$ cat src/rtl/page_meta_pkg.sv
package page_meta_pkg;

  typedef enum logic [2:0] {
    PT_REGULAR = 3'd0,
    PT_CONTROL = 3'd1,
    PT_THREAD  = 3'd2,
    PT_SSFIRST = 3'd3,
    PT_SSREST  = 3'd4
  } pageType_e;

  // strobes from control to datapath
  typedef struct packed {
    logic wrEn;
    logic clearPerm;
  } dpStrobe_t;

endpackage

$ cat src/rtl/page_meta_ctrl.sv
module page_meta_ctrl
  import page_meta_pkg::*;
#(
  parameter int NUM_PAGES = 16,
  parameter int REQ_W     = 3,
  localparam int IDX_W    = $clog2(NUM_PAGES)
) (
  input  logic             clk,
  input  logic             rstN,
  input  logic             lockReq,
  input  logic             lockRelease,
  input  logic             lockShared,
  input  logic [IDX_W-1:0] lockPage,
  input  logic [REQ_W-1:0] lockId,
  output logic             lockGrant,
  output logic             lockConflict,
  input  logic             cmtValid,
  input  logic [IDX_W-1:0] cmtPage,
  input  logic [REQ_W-1:0] cmtId,
  input  logic [2:0]       cmtType,
  output dpStrobe_t        strobe,
  output logic             cmtError,
  input  logic [IDX_W-1:0] lkpPage,
  output logic             lkpExcl,
  output logic             lkpShared
);

  localparam int CNT_W = REQ_W + 1;
  localparam logic [CNT_W-1:0] CNT_MAX = CNT_W'(2 ** REQ_W);

  logic             exclHeld  [NUM_PAGES];
  logic [REQ_W-1:0] exclOwner [NUM_PAGES];
  logic [CNT_W-1:0] shareCnt  [NUM_PAGES];

  logic             curExcl;
  logic [REQ_W-1:0] curOwner;
  logic [CNT_W-1:0] curCnt;
  logic             acquire, grantOk, relExcl, relShared, cmtOk;

  always_comb begin
    curExcl   = exclHeld[lockPage];
    curOwner  = exclOwner[lockPage];
    curCnt    = shareCnt[lockPage];
    acquire   = lockReq && !lockRelease;
    grantOk   = lockShared ? (!curExcl && (curCnt != CNT_MAX))
                           : (!curExcl && (curCnt == '0));
    lockGrant    = acquire && grantOk;
    lockConflict = acquire && !grantOk;
    relExcl   = lockReq && lockRelease && !lockShared && curExcl && (curOwner == lockId);
    relShared = lockReq && lockRelease && lockShared && (curCnt != '0);
  end

  for (genvar p = 0; p < NUM_PAGES; p++) begin : gSlot
    logic hit;
    assign hit = (lockPage == IDX_W'(p));
    always_ff @(posedge clk or negedge rstN) begin
      if (!rstN) begin
        exclHeld[p]  <= 1'b0;
        exclOwner[p] <= '0;
        shareCnt[p]  <= '0;
      end else if (hit) begin
        if (lockGrant && !lockShared) begin
          exclHeld[p]  <= 1'b1;
          exclOwner[p] <= lockId;
        end else if (relExcl) begin
          exclHeld[p]  <= 1'b0;
        end
        if (lockGrant && lockShared) begin
          shareCnt[p] <= shareCnt[p] + CNT_W'(1);
        end else if (relShared) begin
          shareCnt[p] <= shareCnt[p] - CNT_W'(1);
        end
      end
    end
  end

  always_comb begin
    cmtOk            = cmtValid && exclHeld[cmtPage] && (exclOwner[cmtPage] == cmtId);
    strobe.wrEn      = cmtOk;
    strobe.clearPerm = (cmtType == PT_THREAD);
    lkpExcl          = exclHeld[lkpPage];
    lkpShared        = (shareCnt[lkpPage] != '0);
  end

  always_ff @(posedge clk or negedge rstN) begin
    if (!rstN) cmtError <= 1'b0;
    else       cmtError <= cmtValid && !cmtOk;
  end

endmodule

$ cat src/rtl/page_meta_data.sv
module page_meta_data
  import page_meta_pkg::*;
#(
  parameter int NUM_PAGES = 16,
  parameter int ADDR_W    = 48,
  localparam int IDX_W    = $clog2(NUM_PAGES)
) (
  input  logic              clk,
  input  logic              rstN,
  input  dpStrobe_t         strobe,
  input  logic [IDX_W-1:0]  wrIdx,
  input  logic [2:0]        wrPerm,
  input  logic [2:0]        wrType,
  input  logic [ADDR_W-1:0] wrLinAddr,
  input  logic [IDX_W-1:0]  wrOwner,
  input  logic [IDX_W-1:0]  rdIdx,
  output logic              rdValid,
  output logic [2:0]        rdType,
  output logic [2:0]        rdPerm,
  output logic [ADDR_W-1:0] rdLinAddr,
  output logic [IDX_W-1:0]  rdOwner,
  output logic [2:0]        rdFlags
);

  logic              vld   [NUM_PAGES];
  logic [2:0]        perm  [NUM_PAGES];
  logic [2:0]        ptype [NUM_PAGES];
  logic [ADDR_W-1:0] lin   [NUM_PAGES];
  logic [IDX_W-1:0]  own   [NUM_PAGES];
  logic [2:0]        flags [NUM_PAGES];

  for (genvar p = 0; p < NUM_PAGES; p++) begin : gEntry
    always_ff @(posedge clk or negedge rstN) begin
      if (!rstN) begin
        vld[p]   <= 1'b0;
        perm[p]  <= '0;
        ptype[p] <= '0;
        lin[p]   <= '0;
        own[p]   <= '0;
        flags[p] <= '0;
      end else if (strobe.wrEn && (wrIdx == IDX_W'(p))) begin
        vld[p]   <= 1'b1;
        flags[p] <= 3'b000;
        perm[p]  <= strobe.clearPerm ? 3'b000 : wrPerm;
        ptype[p] <= wrType;
        lin[p]   <= wrLinAddr;
        own[p]   <= wrOwner;
      end
    end
  end

  always_comb begin
    rdValid   = vld[rdIdx];
    rdType    = ptype[rdIdx];
    rdPerm    = perm[rdIdx];
    rdLinAddr = lin[rdIdx];
    rdOwner   = own[rdIdx];
    rdFlags   = flags[rdIdx];
  end

endmodule

$ cat src/rtl/page_meta_table.sv
module page_meta_table
  import page_meta_pkg::*;
#(
  parameter int NUM_PAGES = 16,
  parameter int REQ_W     = 3,
  parameter int ADDR_W    = 48,
  localparam int IDX_W    = $clog2(NUM_PAGES)
) (
  input  logic              clk,
  input  logic              rstN,
  input  logic              lockReq,
  input  logic              lockRelease,
  input  logic              lockShared,
  input  logic [IDX_W-1:0]  lockPage,
  input  logic [REQ_W-1:0]  lockId,
  output logic              lockGrant,
  output logic              lockConflict,
  input  logic              cmtValid,
  input  logic [IDX_W-1:0]  cmtPage,
  input  logic [REQ_W-1:0]  cmtId,
  input  logic [2:0]        cmtPerm,
  input  logic [2:0]        cmtType,
  input  logic [ADDR_W-1:0] cmtLinAddr,
  input  logic [IDX_W-1:0]  cmtOwner,
  output logic              cmtError,
  input  logic [IDX_W-1:0]  lkpPage,
  output logic              lkpValid,
  output logic [2:0]        lkpType,
  output logic [2:0]        lkpPerm,
  output logic [ADDR_W-1:0] lkpLinAddr,
  output logic [IDX_W-1:0]  lkpOwner,
  output logic [2:0]        lkpFlags,
  output logic              lkpExcl,
  output logic              lkpShared
);

  dpStrobe_t strobe;

  page_meta_ctrl #(.NUM_PAGES(NUM_PAGES), .REQ_W(REQ_W)) uCtrl (
    .clk(clk), .rstN(rstN),
    .lockReq(lockReq), .lockRelease(lockRelease), .lockShared(lockShared),
    .lockPage(lockPage), .lockId(lockId),
    .lockGrant(lockGrant), .lockConflict(lockConflict),
    .cmtValid(cmtValid), .cmtPage(cmtPage), .cmtId(cmtId), .cmtType(cmtType),
    .strobe(strobe), .cmtError(cmtError),
    .lkpPage(lkpPage), .lkpExcl(lkpExcl), .lkpShared(lkpShared)
  );

  page_meta_data #(.NUM_PAGES(NUM_PAGES), .ADDR_W(ADDR_W)) uData (
    .clk(clk), .rstN(rstN), .strobe(strobe),
    .wrIdx(cmtPage), .wrPerm(cmtPerm), .wrType(cmtType),
    .wrLinAddr(cmtLinAddr), .wrOwner(cmtOwner),
    .rdIdx(lkpPage), .rdValid(lkpValid), .rdType(lkpType), .rdPerm(lkpPerm),
    .rdLinAddr(lkpLinAddr), .rdOwner(lkpOwner), .rdFlags(lkpFlags)
  );

endmodule

$ cat config.mk
export PLATFORM = sky130hd
export DESIGN_NAME = page_meta_table
export DESIGN_NICKNAME = d
export VERILOG_FILES = /design/src/rtl/page_meta_pkg.sv /design/src/rtl/page_meta_ctrl.sv /design/src/rtl/page_meta_data.sv /design/src/rtl/page_meta_table.sv
export SDC_FILE = /design/constraint.sdc
export NUM_CORES = 2
export LEC_CHECK = 0
export BUFFER_PORTS_ARGS = -buffer_cell sky130_fd_sc_hd__buf_2
export CAP_MARGIN = 20
export CORE_MARGIN = 4
export CORE_UTILIZATION = 67
export DETAILED_ROUTE_END_ITERATION = 10
export PLACE_DENSITY = 0.85
export SLEW_MARGIN = 20
export SYNTH_ARGS = -nofsm -noshare
export SYNTH_HDL_FRONTEND = slang
export SYNTH_SLANG_ARGS = --single-unit
$ cat constraint.sdc
create_clock -name clk -period 10.05 [get_ports clk]
set_clock_uncertainty 0.2 [all_clocks]
set_input_delay 1.005 -clock clk [delete_from_list [all_inputs] [get_ports clk]]
set_output_delay 1.005 -clock clk [all_outputs]
set_load 0.05 [all_outputs]
==> impl_metrics.tcl <==
set metrics [dict create \
    status "complete, no violations" \
    ys_ff_latch 1073 \
    num_vias 29600 \
    arrival_ns 4.08 \
    stdcell_count 4308 \
    clkLatencyLatePin_ns 0.68 \
    r2r_cells 14 \
    hold_viol 0 \
    rsz0062_at_grt "false" \
    ir_drop_mv 0.1398 \
    fillers 4253 \
    regToRegStartpoint "uCtrl.shareCnt[36]$_DFFE_PN0P_" \
    hp-class "input port to asynchronous set/reset pin" \
    rows 100 \
    rrSetupSlack_ns 5.20 \
    synthArstFlopShare_pct 100.0 \
    endpoint_kind "output pin" \
    fin_crit_ns 5.282 \
    cts.sinks 1073 \
    crit_path_start_kind "input port" \
    regToRegEndpoint "uCtrl.shareCnt[55]$_DFFE_PN0P_" \
    drcViolationCount 0 \
    cts_tree "yes" \
    core_area_mm2 0.07482 \
    cellPowerDensity_mw_per_mm2 183.2 \
    slew_headroom_pct 25.05 \
    setup_tns_ns 0 \
    die_x_um 283.5 \
    layout-drive-gt1-share_pct 51.20 \
    antenna_found_initial 16 \
    synth_cells 3221 \
    drtIter0Drc 2702 \
    fmax_mhz 189.3 \
    grt_max_degree 193 \
    startpoint "lkpPage[0]" \
    drt_wl_total_um 123300 \
    die_height_um 283.5 \
    wl_per_cell_um 28.61 \
    syn_area_mm2 0.05087 \
    ctsResizeCount 0 \
    ant_nets 0 \
    ctsHtreeMaxLevel 3 \
    final_max_slew_viol_count 0 \
    crit_type "input port to output pin" \
    yosys.cell_types.count 56 \
    synth_edf_count 0 \
    period_share_pct 52.56 \
    dieArea_mm2 0.08040 \
    yosysWarnings 0 \
    gp_congestion 0.8834 \
    cts_buffers 106 \
    required_ns 8.85 \
    first_global_vias 32790 \
    maxCapViolCount 0 \
    crit_end "lkpShared" \
    dr.pass1.iters 7 \
    io_pins 149 \
    placed_cells 4102 \
    grt_pass1_wl_um 193300 \
    yosysSeqAreaShare_pct 52.78 \
    clockBufferDepth 3 \
    nets 3372 \
    worst_pin_slew_ns 1.124 \
    syn_avg_cell_area_um2 15.79 \
    io_buffer_count 145 \
    cts_setup_buffers 0 \
    synthFlopType "dfrtp_1" \
    setup_viol 0 \
    holdBufCountCts 0 \
    areaGrowthSynthToFinish_pct 10.01 \
    clk_pin_slew_ns 0.06 \
    globalRouteTotalUtil_pct 31.06 \
    critPathMaxFanout 103 \
    gr-total-overflow 0 \
    hpwl_um 69460 \
    leakage_nw 27.47 \
    vias_per_cell 6.871 \
    cts-root-buf "clkbuf_16" \
    initial_utilization_pct 67.99 \
]
-- registers in the layout, summed over array words and instances (netlist names) --
signal	count
uData.vld	16
uCtrl.exclHeld	16
uCtrl.shareCnt	64
uData.own	64
uData.perm	48
uData.lin	768
uCtrl.cmtError	1
uData.ptype	48
uCtrl.exclOwner	48
-- placed cells by master (no fill, tap or decap), drive strengths merged, types with 24 or more instances in the layout --
| cell | n |
|---|---|
| mux4 | 345 |
| buf | 187 |
| xnor2 | 34 |
| nand2 | 108 |
| nor2 | 24 |
| dfrtp | 1073 |
| o21ai | 62 |
| ha | 32 |
| nand2b | 24 |
| clkinv | 37 |
| mux2 | 960 |
| clkbuf | 139 |
-- where the power goes --
group | internal [W] | switching (W)
clock network | 0.00254 | 0.00171
logic | 0.000554 | 0.000703
registers | 0.00452 | 0.000231
total | 0.00761 | 0.00264
-- synthesized netlist by cell type, types with 21 or more instances --
master	number	area (um^2)
o21ai_0	62	310.3
nand2_1	108	405.4
a211oi_1	21	157.7
mux2_2	850	9572
mux2i_1	22	220.2
xnor2_1	34	297.8
buf_1	34	127.6
mux4_2	345	7770
xor2_1	21	183.9
nand2b_1	24	150.1
mux2_4	106	1592
a21oi_1	22	110.1
nor2_1	24	90.09
clkbuf_1	173	649.4
buf_2	49	245.2
dfrtp_1	1073	26850
ha_1	32	400.4
-- area by class of cell --
class | count | area (um^2) | area share [%]
well taps | 969 | 1212 | 2.166
flip-flops and latches | 1073 | 26850 | 47.98
diodes | 9 | 22.52 | 0.04024
repair buffers | 187 | 1170 | 2.090
clock inverters | 57 | 715.7 | 1.279
multi-input cells | 1855 | 22850 | 40.83
clock buffers | 139 | 3070 | 5.486
inverters | 19 | 71.32 | 0.1274
-- layer usage --
layer  track usage (%)  part of all wire [%]
met1             42.20                    40
met2             51.66                    51
met3             5.839                   6.6
met4             10.27                   2.9
met5                 0                 0.064
-- cell families after synthesis --
family          count (synthesis)  synth area share (%)
xor+xnor                       55                0.9470
mux                          1327                 37.74
compound gates                168                 2.088
other cells                     1              0.007372
simple gates                  254                 2.469
fa+ha+maj                      48                 1.417
buf+inv                       295                 2.548
flops                        1073                 52.78
-- worst max-delay path, stage by stage --
cell and delay (ns):
buf_8 0.64, buf_12 0.60, nor2_1 0.11, a311oi_1 0.51, a21oi_1 0.07, mux2_2 0.29
o21ai_0 0.25, buf_2 0.33
-- how the worst min path moves through the flow --
stage | cells after the start | endpoint | startpoint
after CTS | 1 | uData.lin[616]$_DFFE_PN0P_ | rstN
final | 1 | uData.lin[616]$_DFFE_PN0P_ | rstN
after floorplan | 1 | uData.vld[5]$_DFFE_PN0P_ | uData.vld[5]$_DFFE_PN0P_
after global routing | 1 | uData.lin[616]$_DFFE_PN0P_ | rstN
after global placement | 1 | uData.vld[9]$_DFFE_PN0P_ | uData.vld[9]$_DFFE_PN0P_
after detailed placement | 1 | uData.vld[2]$_DFFE_PN0P_ | uData.vld[2]$_DFFE_PN0P_
-- stage by stage --
step	cell area (um^2)	hold slack (ns)	power (W)	setup slack [ns]	utilization, %
floorplan	50880	0.2287	0.005620	4.031	-
global placement	52110	0.2440	0.005946	4.000	69.64
detailed placement	52110	0.2512	0.006059	3.893	69.64
CTS	55890	0.1955	0.01029	4.587	74.70
global route	55950	0.2094	0.01063	4.467	74.77
finish	55960	0.1451	0.01025	4.768	74.80
Power figures use the tool's default switching activity.
